[src/rtl/stopwake_pkg.sv]
package stopwake_pkg;

  typedef enum logic [1:0] {
    ST_RUN   = 2'd0,
    ST_HALT  = 2'd1,
    ST_DELAY = 2'd2,
    ST_TAIL  = 2'd3
  } swState_t;

  typedef struct packed {
    logic loadDelay;
    logic runDelay;
    logic loadTail;
    logic runTail;
  } swStrobe_t;

endpackage

[src/rtl/stopwake_datapath.sv]
module stopwake_datapath
  import stopwake_pkg::*;
#(
  parameter int LONG_DELAY  = 131072,
  parameter int SHORT_DELAY = 16,
  parameter int TAIL_LEN    = 17,
  parameter int SYNC_STAGES = 2
) (
  input  logic      clk,
  input  logic      rstN,
  input  logic      irqWake,
  input  logic      quickWake,
  input  swStrobe_t strobe,
  output logic      syncIrq,
  output logic      delayZero,
  output logic      tailZero,
  output logic      wakeHeld
);

  localparam int DCNT_W = $clog2(LONG_DELAY);
  localparam int TCNT_W = $clog2(TAIL_LEN);
  localparam logic [DCNT_W-1:0] LONG_M1  = DCNT_W'(LONG_DELAY - 1);
  localparam logic [DCNT_W-1:0] SHORT_M1 = DCNT_W'(SHORT_DELAY - 1);
  localparam logic [TCNT_W-1:0] TAIL_M1  = TCNT_W'(TAIL_LEN - 1);

  logic [SYNC_STAGES-1:0] syncChain;
  logic [DCNT_W-1:0]      delayCnt;
  logic [TCNT_W-1:0]      tailCnt;
  logic                   heldFlag;

  // wake line synchroniser, one flop per stage
  generate
    for (genvar g = 0; g < SYNC_STAGES; g++) begin : gSync
      if (g == 0) begin : gFirst
        always_ff @(posedge clk or negedge rstN) begin
          if (!rstN) syncChain[0] <= 1'b0;
          else       syncChain[0] <= irqWake;
        end
      end else begin : gRest
        always_ff @(posedge clk or negedge rstN) begin
          if (!rstN) syncChain[g] <= 1'b0;
          else       syncChain[g] <= syncChain[g-1];
        end
      end
    end
  endgenerate

  assign syncIrq = syncChain[SYNC_STAGES-1];

  // stabilisation down-counter
  always_ff @(posedge clk or negedge rstN) begin
    if (!rstN) begin
      delayCnt <= '0;
    end else if (strobe.loadDelay) begin
      delayCnt <= quickWake ? SHORT_M1 : LONG_M1;
    end else if (strobe.runDelay && delayCnt != '0) begin
      delayCnt <= delayCnt - 1'b1;
    end
  end

  assign delayZero = (delayCnt == '0);

  // tail counter for the remaining stop cycles
  always_ff @(posedge clk or negedge rstN) begin
    if (!rstN) begin
      tailCnt <= '0;
    end else if (strobe.loadTail) begin
      tailCnt <= TAIL_M1;
    end else if (strobe.runTail && tailCnt != '0) begin
      tailCnt <= tailCnt - 1'b1;
    end
  end

  assign tailZero = (tailCnt == '0);

  // wake line must stay high from the count's end through the tail
  always_ff @(posedge clk or negedge rstN) begin
    if (!rstN) begin
      heldFlag <= 1'b0;
    end else if (strobe.loadTail) begin
      heldFlag <= syncIrq;
    end else if (strobe.runTail) begin
      heldFlag <= heldFlag & syncIrq;
    end
  end

  assign wakeHeld = heldFlag & syncIrq;

  AST_LOAD_VALUE: assert property (@(posedge clk) disable iff (!rstN)
    strobe.loadDelay |=> (delayCnt == LONG_M1 || delayCnt == SHORT_M1));
  AST_TAIL_LOAD: assert property (@(posedge clk) disable iff (!rstN)
    strobe.loadTail |=> (tailCnt == TAIL_M1));
  AST_COUNT_EXCLUSIVE: assert property (@(posedge clk) disable iff (!rstN)
    !(strobe.runDelay && strobe.runTail));

endmodule

[src/rtl/stopwake_ctrl.sv]
module stopwake_ctrl
  import stopwake_pkg::*;
(
  input  logic      clk,
  input  logic      rstN,
  input  logic      stopReq,
  input  logic      levelSense,
  input  logic      higherPend,
  input  logic      syncIrq,
  input  logic      delayZero,
  input  logic      tailZero,
  input  logic      wakeHeld,
  output swStrobe_t strobe,
  output logic      coreClkEn,
  output logic      resumeStb,
  output logic      irqaPend,
  output logic      flushExtIrq
);

  swState_t state, stateNext;
  logic     stopTaken;
  logic     tailEnd;

  assign stopTaken = (state == ST_RUN) && stopReq;
  assign tailEnd   = (state == ST_TAIL) && tailZero;

  always_comb begin
    strobe.loadDelay = (stopTaken && syncIrq) || (state == ST_HALT && syncIrq);
    strobe.runDelay  = (state == ST_DELAY);
    strobe.loadTail  = (state == ST_DELAY) && delayZero;
    strobe.runTail   = (state == ST_TAIL);
  end

  always_comb begin
    stateNext = state;
    unique case (state)
      ST_RUN:   if (stopReq)   stateNext = syncIrq ? ST_DELAY : ST_HALT;
      ST_HALT:  if (syncIrq)   stateNext = ST_DELAY;
      ST_DELAY: if (delayZero) stateNext = ST_TAIL;
      ST_TAIL:  if (tailZero)  stateNext = ST_RUN;
      default:                 stateNext = ST_RUN;
    endcase
  end

  always_ff @(posedge clk or negedge rstN) begin
    if (!rstN) state <= ST_RUN;
    else       state <= stateNext;
  end

  always_ff @(posedge clk or negedge rstN) begin
    if (!rstN) begin
      resumeStb <= 1'b0;
      irqaPend  <= 1'b0;
    end else begin
      resumeStb <= tailEnd;
      if (stopTaken)    irqaPend <= 1'b0;
      else if (tailEnd) irqaPend <= wakeHeld & levelSense & ~higherPend;
    end
  end

  assign coreClkEn   = (state == ST_RUN);
  assign flushExtIrq = (state == ST_DELAY);

  AST_HALT_WAITS: assert property (@(posedge clk) disable iff (!rstN)
    (state == ST_HALT && !syncIrq) |=> (state == ST_HALT));
  AST_FLUSH_CLK_OFF: assert property (@(posedge clk) disable iff (!rstN)
    flushExtIrq |-> !coreClkEn);
  AST_RESUME_ONE_CYCLE: assert property (@(posedge clk) disable iff (!rstN)
    resumeStb |=> !resumeStb);
  AST_RESUME_CLK_ON: assert property (@(posedge clk) disable iff (!rstN)
    resumeStb |-> coreClkEn);
  AST_PEND_AT_RESUME: assert property (@(posedge clk) disable iff (!rstN)
    $rose(irqaPend) |-> resumeStb);
  AST_PEND_LEVEL: assert property (@(posedge clk) disable iff (!rstN)
    $rose(irqaPend) |-> $past(levelSense) && !$past(higherPend));
  AST_PEND_CLEARED: assert property (@(posedge clk) disable iff (!rstN)
    stopTaken |=> !irqaPend);

endmodule

[src/rtl/stopwake_unit.sv]
module stopwake_unit
  import stopwake_pkg::*;
#(
  parameter int LONG_DELAY  = 131072,
  parameter int SHORT_DELAY = 16,
  parameter int TAIL_LEN    = 17,
  parameter int SYNC_STAGES = 2
) (
  input  logic clk,
  input  logic rstN,
  input  logic stopReq,
  input  logic irqWake,
  input  logic quickWake,
  input  logic levelSense,
  input  logic higherPend,
  output logic coreClkEn,
  output logic resumeStb,
  output logic irqaPend,
  output logic flushExtIrq
);

  swStrobe_t strobe;
  logic      syncIrq;
  logic      delayZero;
  logic      tailZero;
  logic      wakeHeld;

  stopwake_ctrl uCtrl (
    .clk        (clk),
    .rstN       (rstN),
    .stopReq    (stopReq),
    .levelSense (levelSense),
    .higherPend (higherPend),
    .syncIrq    (syncIrq),
    .delayZero  (delayZero),
    .tailZero   (tailZero),
    .wakeHeld   (wakeHeld),
    .strobe     (strobe),
    .coreClkEn  (coreClkEn),
    .resumeStb  (resumeStb),
    .irqaPend   (irqaPend),
    .flushExtIrq(flushExtIrq)
  );

  stopwake_datapath #(
    .LONG_DELAY (LONG_DELAY),
    .SHORT_DELAY(SHORT_DELAY),
    .TAIL_LEN   (TAIL_LEN),
    .SYNC_STAGES(SYNC_STAGES)
  ) uPath (
    .clk      (clk),
    .rstN     (rstN),
    .irqWake  (irqWake),
    .quickWake(quickWake),
    .strobe   (strobe),
    .syncIrq  (syncIrq),
    .delayZero(delayZero),
    .tailZero (tailZero),
    .wakeHeld (wakeHeld)
  );

endmodule

[config.mk]
export PLATFORM = sky130hd
export DESIGN_NAME = stopwake_unit
export DESIGN_NICKNAME = d
export VERILOG_FILES = /design/src/rtl/stopwake_pkg.sv /design/src/rtl/stopwake_datapath.sv /design/src/rtl/stopwake_ctrl.sv /design/src/rtl/stopwake_unit.sv
export SDC_FILE = /design/constraint.sdc
export NUM_CORES = 1
export LEC_CHECK = 0
export ABC_CLOCK_PERIOD_IN_PS = 3130
export BUFFER_PORTS_ARGS = -buffer_cell sky130_fd_sc_hd__buf_2
export CAP_MARGIN = 40
export CORE_ASPECT_RATIO = 0.7
export CORE_UTILIZATION = 50
export CTS_CLUSTER_DIAMETER = 150
export CTS_CLUSTER_SIZE = 28
export DETAILED_ROUTE_END_ITERATION = 6
export GPL_TIMING_DRIVEN = 0
export PLACE_DENSITY = 0.68
export SETUP_SLACK_MARGIN = 0.4
export SLEW_MARGIN = 10
export SYNTH_ARGS = -nofsm -noshare
export SYNTH_HDL_FRONTEND = slang
export SYNTH_SLANG_ARGS = --single-unit
[constraint.sdc]
create_clock -name clk -period 3.13 [get_ports clk]
set_clock_uncertainty 0.05 [all_clocks]
set_input_delay 0.1565 -clock clk [delete_from_list [all_inputs] [get_ports clk]]
set_output_delay 0.1565 -clock clk [all_outputs]
set_load 0.005 [all_outputs]
==> flow_summary_export.csv <==
group,metric,value,unit
worst_setup_path,cp_max_fo,10,
yosys,ys_top_cells_by_area,"dfrtp_1 41%, ha_1 5.7%, nor2_1 3.6%",
global_route,antenna_found_initial,0,
cells_and_area,syn_to_final_growth,13.1,%
worst_setup_path,startpoint,"uPath.delayCnt[5]$_DFFE_PN0P_",
route,drt_pre_antenna_iters,4,
timing,grt_setup_unrepaired,"false",
timing,fin_crit_sh,0.842,
power,peakVddDrop,532,uV
worst_setup_path,worst_path_most_repeated_cell,"or4_1",
yosys,synth_enable_flop_cells,0,
yosys,ys_ff_latch,29,
run,drv_cap,0,
yosys,synth_flop_cell,"dfrtp_1",
cells_and_area,fin_nets,218,
timing,fin_crit,2.63,ns
yosys,yosysWarnings,0,
power,p_sw_frac,0.391,
clocking,clock_latency,0.28,ns
timing,fin_tns_setup,0,ns
worst_setup_path,endpoint_kind,"flop",
floorplan,initial_core_util,0.541,
placement,port_buffers,10,
route,drtIter0Drc,124,
worst_setup_path,crit_slowest_cell,"or4_4",
power,power_frac_comb,0.386,
worst_setup_path,worstPathCellList,"or4_1, clkbuf_2, or4_4, buf_6, or4_1, a31oi_1",
yosys,synth_area_per_cell,9.51,um^2
clocking,cts-htree-levels,2,
power,p_seq_frac,0.410,
global_route,grt_max_degree,30,
cells_and_area,fillers,285,
power,power.density,762,nW/um^2
timing,setup_viol,0,
yosys,synth_nets,199,
floorplan,num_rows,17,
clocking,cts_sinks,29,
worst_setup_path,regToRegEndpoint,"uPath.delayCnt[14]$_DFFE_PN0P_",
yosys,yosysTopAreaCellShare,0.415,
power,switching_power,590,uW
yosys,synth_top_area_cell,"dfrtp_1",
floorplan,core_area,3230,um^2
timing,worst_slack,0.496,ns
power,clockPowerShare,0.204,
placement,dp_slack,0.480,ns
worst_setup_path,path_class,"reg -> reg",
yosys,yosysUniqueCellTypes,49,
placement,dpl_cell_area,1860,um^2
worst_setup_path,critPathMaxStageDelay,0.53,ns
cells_and_area,final_cell_mix,"29 x dfrtp_1, 17 x nor2_1, 14 x nand2_1",
cells_and_area,final_cell_area,1980,um^2
placement,post-dp-hpwl,2.92,mm
route,wire_per_inst,16.2,um
global_route,grt.total_usage,0.255,
worst_setup_path,r2r_cells,6,
route,drc_errors,0,
timing,drv_slew,0,
worst_setup_path,reg2reg_from,"uPath.delayCnt[5]$_DFFE_PN0P_",
yosys,postSynthCellCount,184,
route,vias,1547,
worst_setup_path,cp.required,3.28,ns
floorplan,io-pin-count,11,
cells_and_area,final_common_cell,"dfrtp_1",
clocking,numCtsBuffers,5,
cells_and_area,drive_above_1_share,0.148,
worst_setup_path,reg2reg_slack,0.50,ns
global_route,first_global_vias,1446,
worst_hold_path,hold_path_class,"in -> reg",
clocking,clk_pin_slew_worst_paths,0.06,ns
floorplan,die_area,3740,um^2
power,p_int,917,uW
placement,place_congestion,0.873,
yosys,mappedNetlistArea,1750,um^2
clocking,cts_buffer_depth,2,
route,ant_nets,0,
clocking,cts_setup_buffers,0,
global_route,grt.overflow.total,0,
cells_and_area,n_antenna_cell,0,
clocking,clock-root-buffer,"clkbuf_8",
timing,worstMarginPinSlew,0.635,ns
yosys,synth_seq_area_share,0.415,
floorplan,die-width,72.7,um
timing,final-hold-violation-count,0,
power,p_leak,0.819,nW
floorplan,fp.dieH,51.5,um
route,via_per_inst,6.19,
global_route,grt_pass1_wl,6.91,mm
worst_setup_path,worst_setup_path_start_kind,"flop",
timing,relSlewSlack,0.576,
yosys,synth-async-reset-ratio,1.00,
clocking,cts_tree,"yes",
route,drt_wl_total,4.05,mm
worst_setup_path,cp.arrival,2.79,ns
status,status,"finished clean",
worst_setup_path,worstSetupEndpoint,"uPath.delayCnt[14]$_DFFE_PN0P_",
timing,max_freq,0.380,GHz
==> metrics by stage <==
| stage | util | instances | power (mW) | hold WS, ns |
|---|---|---|---|---|
| floorplan | - | 184 | 1.01 | -0.189 |
| global placement | 0.575 | 241 | 1.16 | 0.153 |
| detailed placement | 0.575 | 241 | 1.18 | 0.162 |
| CTS | 0.608 | 250 | 1.50 | 0.0334 |
| global route | 0.612 | 250 | 1.62 | 0.0436 |
| finish | 0.612 | 250 | 1.51 | 0.0353 |
==> repair_timing <==
| action | CTS | global route |
|---|---|---|
| setup endpoints to repair | 0 | 5 |
| hold buffers | 2 | 0 |
| resized for setup | 0 | 6 |
| endpoints found under the hold margin | 30 | 0 |
==> synth_stat cells, types with 5 or more instances <==
cell,count
a21oi_1,5
a31oi_1,7
clkbuf_1,7
dfrtp_1,29
ha_1,8
inv_1,10
mux2i_1,6
nand2_1,14
nor2_1,17
nor3_1,5
nor4_1,6
o21ai_0,6
or4_1,5
==> power by group through the flow <==
stage          Sequential (mW)  Combinational (mW)  Clock (mW)
5_1_grt                  0.635               0.656       0.327
3_3_place_gp             0.608               0.548           0
4_1_cts                  0.608               0.577       0.313
6_report                 0.619               0.581       0.307
2_1_floorplan            0.578               0.436           0
3_5_place_dp             0.614               0.567           0
==> layer usage <==
metal / share of wire / global-route usage
met1: 0.51 / 0.348
met2: 0.42 / 0.377
met3: 0.055 / 0.0730
met4: 0.013 / 0.111
met5: 0 / 0
==> flip-flops by register name (all words and copies together), names as in the netlist <==
name and flops:
uPath.delayCnt 17, uPath.syncIrq 1, uCtrl.irqaPend 1, uPath.heldFlag 1, uPath.syncChain 1, uPath.tailCnt 5
uCtrl.resumeStb 1, uCtrl.state 2
==> cells by family (layout without fill, tap and decap cells) <==
| kind of cell | Yosys count | after routing | synth area share |
|---|---|---|---|
| AOI/OAI and AO/OA | 46 | 46 | 0.197 |
| xor gates and xnor gates | 3 | 3 | 0.0150 |
| adders and majority gates | 8 | 8 | 0.0572 |
| buffers and inverters | 19 | 38 | 0.0458 |
| DFF | 29 | 29 | 0.415 |
| muxes | 6 | 6 | 0.0343 |
| and+or+nand+nor | 73 | 73 | 0.235 |
==> worst max-delay path: cells and delay by family, from the launching register on <==
family	cells	cell delay, ns
AOI/OAI and AO/OA	1	0.16
buffers and inverters	2	0.33
DFF	1	0.46
and+or+nand+nor	3	1.55
==> cell type report <==
class | count | area [um^2] | share of cell area
inverters | 10 | 37.5 | 0.0190
repair buffers | 12 | 70.1 | 0.0354
flip-flops and latches | 29 | 726 | 0.367
clock buffers | 7 | 86.3 | 0.0436
well taps | 47 | 58.8 | 0.0297
plain buffers | 9 | 45.0 | 0.0228
multi-input cells | 136 | 955 | 0.483
==> how the worst min path moves through the flow <==
| stage | start | end | cells past startpoint |
|---|---|---|---|
| 5_1_grt | stopReq | uCtrl.irqaPend$_DFFE_PN0P_ | 2 |
| 3_3_place_gp | rstN | uCtrl.resumeStb$_DFF_PN0_ | 1 |
| 4_1_cts | stopReq | uCtrl.irqaPend$_DFFE_PN0P_ | 2 |
| 2_1_floorplan | rstN | uCtrl.irqaPend$_DFFE_PN0P_ | 0 |
| 6_report | stopReq | uCtrl.irqaPend$_DFFE_PN0P_ | 2 |
| 3_5_place_dp | rstN | uPath.tailCnt[4]$_DFFE_PN0P_ | 1 |
Note: power is estimated with default switching activity, not from simulation.
